[src/rtl/fpadd_pkg.sv]
package fpadd_pkg;
   // operand classification after unpacking
   typedef enum logic [1:0] {
      FC_ZERO = 2'd0,
      FC_NORM = 2'd1,
      FC_INF  = 2'd2,
      FC_NAN  = 2'd3
   } fcls_e;
endpackage

[src/rtl/fpadd_unpack.sv]
module fpadd_unpack import fpadd_pkg::*; #(
   parameter int EXP_W  = 8,
   parameter int FRAC_W = 23
) (
   input  logic [EXP_W+FRAC_W:0] word_i,
   input  logic                  neg_i,
   output logic                  sign_o,
   output logic [EXP_W-1:0]      exp_o,
   output logic [FRAC_W:0]       sig_o,
   output fcls_e                 cls_o
);
   localparam int W = 1 + EXP_W + FRAC_W;

   logic [EXP_W-1:0]  e_fld;
   logic [FRAC_W-1:0] f_fld;

   always_comb begin
      e_fld  = word_i[W-2:FRAC_W];
      f_fld  = word_i[FRAC_W-1:0];
      sign_o = word_i[W-1] ^ neg_i;
      exp_o  = e_fld;
      sig_o  = '0;
      if (e_fld == '0) begin
         cls_o = FC_ZERO;           // subnormals flushed here
         exp_o = '0;
      end else if (e_fld == '1) begin
         cls_o = (f_fld != '0) ? FC_NAN : FC_INF;
      end else begin
         cls_o = FC_NORM;
         sig_o = {1'b1, f_fld};
      end
   end
endmodule

[src/rtl/fpadd_align.sv]
module fpadd_align #(
   parameter int EXP_W  = 8,
   parameter int FRAC_W = 23
) (
   input  logic                sign_a_i,
   input  logic [EXP_W-1:0]    exp_a_i,
   input  logic [FRAC_W:0]     sig_a_i,
   input  logic                sign_b_i,
   input  logic [EXP_W-1:0]    exp_b_i,
   input  logic [FRAC_W:0]     sig_b_i,
   output logic                sign_big_o,
   output logic                sign_sml_o,
   output logic [EXP_W-1:0]    exp_big_o,
   output logic [FRAC_W+3:0]   ext_big_o,
   output logic [FRAC_W+3:0]   ext_sml_o
);
   localparam int SIG_W = FRAC_W + 1;
   localparam int EXT_W = SIG_W + 3;             // guard, round, sticky
   localparam int SH_W  = $clog2(EXT_W + 1);

   logic              b_wins;
   logic [EXP_W-1:0]  gap;
   logic [SH_W-1:0]   shamt;
   logic [SIG_W-1:0]  sig_sml;
   logic [EXT_W-1:0]  raw_sml;
   logic [EXT_W-1:0]  keep_mask;
   logic              lost;

   always_comb begin
      // swap on exponent only; equal exponents keep operand a on top
      b_wins     = exp_b_i > exp_a_i;
      sign_big_o = b_wins ? sign_b_i : sign_a_i;
      sign_sml_o = b_wins ? sign_a_i : sign_b_i;
      exp_big_o  = b_wins ? exp_b_i  : exp_a_i;
      ext_big_o  = {(b_wins ? sig_b_i : sig_a_i), 3'b000};
      sig_sml    = b_wins ? sig_a_i : sig_b_i;
      gap        = b_wins ? (exp_b_i - exp_a_i) : (exp_a_i - exp_b_i);
      if ({{(32-EXP_W){1'b0}}, gap} > 32'(EXT_W))
         shamt = SH_W'(EXT_W);
      else
         shamt = SH_W'(gap);
      raw_sml   = {sig_sml, 3'b000};
      keep_mask = ~({EXT_W{1'b1}} << shamt);
      lost      = |(raw_sml & keep_mask);
      ext_sml_o = (raw_sml >> shamt) | {{(EXT_W-1){1'b0}}, lost};
   end
endmodule

[src/rtl/fpadd_normround.sv]
module fpadd_normround #(
   parameter int EXP_W  = 8,
   parameter int FRAC_W = 23
) (
   input  logic                  eff_sub_i,
   input  logic                  sign_big_i,
   input  logic [EXP_W-1:0]      exp_big_i,
   input  logic [FRAC_W+3:0]     ext_big_i,
   input  logic [FRAC_W+3:0]     ext_sml_i,
   output logic [EXP_W+FRAC_W:0] word_o,
   output logic                  ovf_o
);
   localparam int SIG_W = FRAC_W + 1;
   localparam int EXT_W = SIG_W + 3;
   localparam int N     = EXT_W + 1;             // carry position added
   localparam int LZ_W  = $clog2(N + 1);
   localparam int EI_W  = EXP_W + 2;
   localparam logic signed [EI_W-1:0] EMAX_S = EI_W'((2 ** EXP_W) - 1);

   logic [N-1:0]              addend, raw, mag, lshift;
   logic                      neg, r_sign;
   logic [LZ_W-1:0]           lz;
   logic [EXT_W-1:0]          norm;
   logic signed [EI_W-1:0]    e_n, e_r;
   logic                      rnd, stk, lsb, inc;
   logic [SIG_W:0]            sig_r;

   always_comb begin
      addend = eff_sub_i ? (~{1'b0, ext_sml_i} + N'(1)) : {1'b0, ext_sml_i};
      raw    = {1'b0, ext_big_i} + addend;
      neg    = eff_sub_i & raw[N-1];
      mag    = neg ? (~raw + N'(1)) : raw;
      r_sign = sign_big_i ^ neg;

      // leading-zero count: highest set bit wins
      lz = LZ_W'(N);
      for (int i = 0; i < N; i++)
         if (mag[i]) lz = LZ_W'(N - 1 - i);

      lshift = '0;
      if (mag[N-1]) begin
         norm = mag[N-1:1] | {{(EXT_W-1){1'b0}}, mag[0]};
         e_n  = $signed({2'b00, exp_big_i}) + EI_W'(1);
      end else begin
         lshift = mag << (lz - LZ_W'(1));
         norm   = lshift[N-2:0];
         e_n    = $signed({2'b00, exp_big_i})
                  - $signed({{(EI_W-LZ_W){1'b0}}, lz}) + EI_W'(1);
      end

      rnd   = norm[2];
      stk   = norm[1] | norm[0];
      lsb   = norm[3];
      inc   = rnd & (stk | lsb);
      sig_r = {1'b0, norm[EXT_W-1:3]} + {{SIG_W{1'b0}}, inc};
      e_r   = e_n + $signed({{(EI_W-1){1'b0}}, sig_r[SIG_W]});

      ovf_o = 1'b0;
      if (mag == '0) begin
         word_o = {~eff_sub_i & sign_big_i, {(EXP_W+FRAC_W){1'b0}}};
      end else if (e_n <= 0) begin
         word_o = {r_sign, {(EXP_W+FRAC_W){1'b0}}};
      end else if (e_r >= EMAX_S) begin
         word_o = {r_sign, {EXP_W{1'b1}}, {FRAC_W{1'b0}}};
         ovf_o  = 1'b1;
      end else begin
         word_o = {r_sign, e_r[EXP_W-1:0], sig_r[FRAC_W-1:0]};
      end
   end
endmodule

[src/rtl/fp_add_sp.sv]
module fp_add_sp import fpadd_pkg::*; #(
   parameter int EXP_W   = 8,
   parameter int FRAC_W  = 23,
   parameter int OUT_REG = 1
) (
   input  logic                  clk,
   input  logic                  rst_n,
   input  logic [EXP_W+FRAC_W:0] opa_i,
   input  logic [EXP_W+FRAC_W:0] opb_i,
   input  logic                  sub_i,
   output logic [EXP_W+FRAC_W:0] sum_o,
   output logic                  ovf_o,
   output logic                  inv_o
);
   localparam int W     = 1 + EXP_W + FRAC_W;
   localparam int SIG_W = FRAC_W + 1;
   localparam int EXT_W = SIG_W + 3;
   localparam logic [W-1:0] QNAN    = {1'b0, {EXP_W{1'b1}}, 1'b1, {(FRAC_W-1){1'b0}}};
   localparam logic [W-2:0] INF_MAG = {{EXP_W{1'b1}}, {FRAC_W{1'b0}}};

   if (EXP_W < 3 || EXP_W > 16 || FRAC_W < 2 || FRAC_W > 112) begin : g_bad_width
      $error("fp_add_sp: unsupported EXP_W/FRAC_W");
   end
   if (OUT_REG != 0 && OUT_REG != 1) begin : g_bad_outreg
      $error("fp_add_sp: OUT_REG must be 0 or 1");
   end

   logic [1:0][W-1:0]  ops;
   logic [1:0]         sgn;
   logic [EXP_W-1:0]   ex  [2];
   logic [SIG_W-1:0]   sig [2];
   fcls_e              cl  [2];

   assign ops = {opb_i, opa_i};

   for (genvar k = 0; k < 2; k++) begin : g_unp
      fpadd_unpack #(.EXP_W(EXP_W), .FRAC_W(FRAC_W)) u_unp (
         .word_i (ops[k]),
         .neg_i  ((k == 1) ? sub_i : 1'b0),
         .sign_o (sgn[k]),
         .exp_o  (ex[k]),
         .sig_o  (sig[k]),
         .cls_o  (cl[k])
      );
   end

   logic                sign_big, sign_sml;
   logic [EXP_W-1:0]    exp_big;
   logic [EXT_W-1:0]    ext_big, ext_sml;
   logic [W-1:0]        fin_word;
   logic                fin_ovf;

   fpadd_align #(.EXP_W(EXP_W), .FRAC_W(FRAC_W)) u_align (
      .sign_a_i   (sgn[0]),
      .exp_a_i    (ex[0]),
      .sig_a_i    (sig[0]),
      .sign_b_i   (sgn[1]),
      .exp_b_i    (ex[1]),
      .sig_b_i    (sig[1]),
      .sign_big_o (sign_big),
      .sign_sml_o (sign_sml),
      .exp_big_o  (exp_big),
      .ext_big_o  (ext_big),
      .ext_sml_o  (ext_sml)
   );

   fpadd_normround #(.EXP_W(EXP_W), .FRAC_W(FRAC_W)) u_nr (
      .eff_sub_i  (sign_big ^ sign_sml),
      .sign_big_i (sign_big),
      .exp_big_i  (exp_big),
      .ext_big_i  (ext_big),
      .ext_sml_i  (ext_sml),
      .word_o     (fin_word),
      .ovf_o      (fin_ovf)
   );

   logic [W-1:0] nxt_sum;
   logic         nxt_ovf, nxt_inv;
   logic         any_nan, inf_clash;

   always_comb begin
      any_nan   = (cl[0] == FC_NAN) || (cl[1] == FC_NAN);
      inf_clash = (cl[0] == FC_INF) && (cl[1] == FC_INF) && (sgn[0] != sgn[1]);
      nxt_ovf   = 1'b0;
      nxt_inv   = 1'b0;
      if (any_nan) begin
         nxt_sum = QNAN;
      end else if (inf_clash) begin
         nxt_sum = QNAN;
         nxt_inv = 1'b1;
      end else if (cl[0] == FC_INF) begin
         nxt_sum = {sgn[0], INF_MAG};
      end else if (cl[1] == FC_INF) begin
         nxt_sum = {sgn[1], INF_MAG};
      end else begin
         nxt_sum = fin_word;
         nxt_ovf = fin_ovf;
      end
   end

   if (OUT_REG == 1) begin : g_reg
      always_ff @(posedge clk or negedge rst_n) begin
         if (!rst_n) begin
            sum_o <= '0;
            ovf_o <= 1'b0;
            inv_o <= 1'b0;
         end else begin
            sum_o <= nxt_sum;
            ovf_o <= nxt_ovf;
            inv_o <= nxt_inv;
         end
      end

      assert_nan_prop_R7: assert property (@(posedge clk) disable iff (!rst_n)
         ((cl[0] == FC_NAN) || (cl[1] == FC_NAN)) |=> (sum_o == QNAN && !inv_o && !ovf_o));
      assert_inf_clash_R8: assert property (@(posedge clk) disable iff (!rst_n)
         (cl[0] == FC_INF && cl[1] == FC_INF && sgn[0] != sgn[1]) |=> inv_o);
      assert_cancel_R11: assert property (@(posedge clk) disable iff (!rst_n)
         (sub_i && opa_i == opb_i && cl[0] == FC_NORM) |=> (sum_o == '0 && !ovf_o));
   end else begin : g_comb
      assign sum_o = nxt_sum;
      assign ovf_o = nxt_ovf;
      assign inv_o = nxt_inv;
   end

   assert_ovf_is_inf_R10: assert property (@(posedge clk) disable iff (!rst_n)
      ovf_o |-> (sum_o[W-2:0] == INF_MAG));
   assert_flags_mutex_R10: assert property (@(posedge clk) disable iff (!rst_n)
      !(ovf_o && inv_o));
   assert_inv_is_qnan_R8: assert property (@(posedge clk) disable iff (!rst_n)
      inv_o |-> (sum_o == QNAN));
endmodule

[config.mk]
export PLATFORM = sky130hd
export DESIGN_NAME = fp_add_sp
export DESIGN_NICKNAME = d
export VERILOG_FILES = /design/src/rtl/fpadd_pkg.sv /design/src/rtl/fpadd_unpack.sv /design/src/rtl/fpadd_align.sv /design/src/rtl/fpadd_normround.sv /design/src/rtl/fp_add_sp.sv
export SDC_FILE = /design/constraint.sdc
export NUM_CORES = 1
export LEC_CHECK = 0
export BUFFER_PORTS_ARGS = -buffer_cell sky130_fd_sc_hd__buf_4
export CORE_MARGIN = 3
export CORE_UTILIZATION = 23
export DETAILED_ROUTE_END_ITERATION = 10
export PLACE_DENSITY = 0.35
export SYNTH_ARGS = -nofsm -noshare
export SYNTH_HDL_FRONTEND = slang
export SYNTH_SLANG_ARGS = --single-unit
[constraint.sdc]
create_clock -name clk -period 0.8 [get_ports clk]
set_clock_uncertainty 0.05 [all_clocks]
set_input_delay 0.08 -clock clk [delete_from_list [all_inputs] [get_ports clk]]
set_output_delay 0.08 -clock clk [all_outputs]
set_load 0.05 [all_outputs]
==> results.ini <==
[yosys]
yosys_warnings=0
avgSynthCellArea_um2=6.84
synth-edff-count=0
async_flop_share_pct=100
syn_inst=1954
syn_area_um2=13400
yosysUniqueCellTypes=122
ys_seq_area_share_pct=6.37
synth_ff_type=dfrtp_1
ys_ff_latch=34
syn-num-nets=2079

[placement]
dpl.hpwl_um=69600
place_congestion=1.01
place_area_um2=22000
dp_cells=3615
port_buffers=100

[status]
violations=negative setup slack
outcome=finished, violations left

[critical_path]
start_kind=input pin
critPathCapture=sum_o[6]
worst_ep_arrival_time_ps=13820
crit_slowest_cell=or4b_4
critPathMaxStageDelay_ps=530
end_kind=flip-flop
critPathKind=input pin to flip-flop
cp_max_fo=8
crit_top_cell=buf_4
critPathLaunch=opa_i[30]
worst-endpoint-required_ps=910

[power]
combPwrFrac_pct=95.8
ir_drop_mv=3.08
pwr-share-clk_pct=1.6
p_leak_uw=0.0109
power_density_nw_per_um2=4970
power_switching_uw=60400
swShare_pct=50.3
power_frac_seq_pct=2.6
design_power_total_uw=120000
internal_power_uw=59600

[drt]
vias=19900
viasPerCell=5.35
ant_nets=0
drt-total-wl_um=81900
first_pass_iters=6
drtIter0Drc=1502
avgRoutedWirePerCell_um=22.0
route.detailed.drc=0

[die]
die-area_um2=61000
start_util_pct=23.5
dieWidth_um=247
fp.dieH_um=247
io_pins=101
row_count=87
placeableCoreArea_um2=56900

[min_path]
hold_depth=4
min_path_type=input pin to flip-flop

[timing]
setup_ws_ps=-12910
post-route-min-period_ps=13710
timing.final.crit_share_pct=1710
final_max_slew_viol_count=0
max_clock_freq_ghz=0.0729
finalHoldViolCount=0
tightest_slew_ps=751
max_slew_margin_pct=49.5
rsz0062_at_grt=yes
finalSetupViolCount=68

[clock_network]
cts_buffers=5
htreeDepth=2
clk_transition_reported_paths_ps=50
cts.sinks=34
cts_root_buffer=clkbuf_16
cts_tree=yes
cts_buffer_depth=2

[global_route]
first_global_vias=20100
use_met1_pct=31.9
gr-total-overflow=0
grt_pass1_wl_um=123000
grt_max_degree=48
grt_busiest_layer=met2
use_met3_pct=2.21
grt_use_total_pct=26.0
antenna_found_initial=0
gr-usage-met2_pct=46.3

[cells_and_area]
finalNetCount=3083
finalNonFillerCells=3715
antennaDiodeCount=0
synthToLayoutAreaGrowth_pct=80.7
fin_util_pct=42.4
final_area_um2=24100
drive_above_1_share_pct=48.8

[job]
maxCapViolations=0

[final cells by class]
cell class	count	area, um2
Clock buffer	7	143
Clock inverter	1	5.00
Fill cell	5943	32800
Inverter	63	254
Multi-Input combinational cell	1726	13000
Sequential cell	34	851
Tap cell	756	946
Timing Repair Buffer	1128	8920
[repair_timing]
action / 4_1_cts / 5_1_grt
gates cloned: 2 / 1
endpoints found under the setup margin: 68 / 68
gates resized for setup: 190 / 102
pin swaps: 62 / 37
hold buffers: 1 / 0
hold endpoints to repair: 34 / 0
setup buffers: 70 / 20
[critical path: cells and delay by family]
| family | cells | cell delay, ps |
|---|---|---|
| multiplexers | 1 | 290 |
| buffers and inverters | 18 | 2390 |
| XOR/XNOR | 3 | 480 |
| AND/OR/NAND/NOR | 23 | 4170 |
| AO/OA/AOI/OAI | 22 | 5150 |
| adder cells (fa/ha/maj) | 6 | 1240 |
[power by group through the flow]
stage | registers [uW] | logic (uW) | clock network [uW]
after global routing | 3210 | 122000 | 2060
final | 3140 | 115000 | 1920
after CTS | 3170 | 112000 | 1980
after detailed placement | 3050 | 105000 | 0
after floorplan | 5710 | 50300 | 0
after global placement | 3050 | 106000 | 0
[synth_stat cells (all sizes together) (27+ instances only)]
library cell	instances	area share, %
buf	46	2.0
o21ai	125	4.7
nand2	202	5.7
and2	30	1.4
inv	62	1.8
xnor2	68	4.7
nor2	189	5.3
nand3	86	3.2
nor3	76	3.2
a211oi	37	2.2
ha	54	5.1
xor2	39	2.6
dfrtp	34	6.4
a21oi	124	4.7
clkbuf	85	2.4
o211ai	39	2.3
mux2i	49	4.0
a31oi	27	1.3
nor4	44	2.4
nand4	37	1.9
a22o	32	2.1
[routing by layer]
metal / vias to the layer above / wire length (um)
met5: - / 0
met4: 0 / 4360
met3: 178 / 3620
met2: 684 / 39800
met1: 9513 / 34100
li1: 9518 / -
[layout by cell type, fill, tap and decap left out, types with 40 or more instances in the layout]
cell	count
buf_4	1041
nand2_1	195
nor2_1	168
a21oi_1	103
nand3_1	83
o21ai_0	80
buf_6	66
xnor2_1	59
nor3_1	56
inv_1	50
mux2i_1	45
ha_1	40
[cells by family (layout without fill, tap and decap cells)]
group	after synthesis	after routing	share of synthesized area (%)
adders and majority gates	59	59	5.73
AOI/OAI and AO/OA	661	661	35.7
buffers and inverters	194	1199	6.22
muxes	78	78	7.01
xor gates and xnor gates	107	107	7.24
DFF	34	34	6.37
and+or+nand+nor	821	821	31.8
[flip-flops by register name (all words and copies together) (netlist names)]
register	count
inv_o	1
ovf_o	1
sum_o	32
[per-stage QoR]
step	hold WS [ps]	setup slack (ps)	setup TNS, ps
2_1_floorplan	-266	-12820	-414290
3_3_place_gp	-3.89	-13490	-436760
3_5_place_dp	6.14	-13730	-443740
4_1_cts	137	-12710	-417440
5_1_grt	163	-13530	-444200
6_report	133	-12910	-423750
[worst min-delay path by stage]
stage	slack, ps	start	end
after floorplan	-270	rst_n	inv_o
after global placement	-4	rst_n	sum_o[24]
after CTS	140	opa_i[31]	sum_o[31]
after global routing	160	opa_i[31]	sum_o[31]
final	130	opa_i[31]	sum_o[31]
after detailed placement	6	rst_n	sum_o[27]
Power figures use the tool's default switching activity.
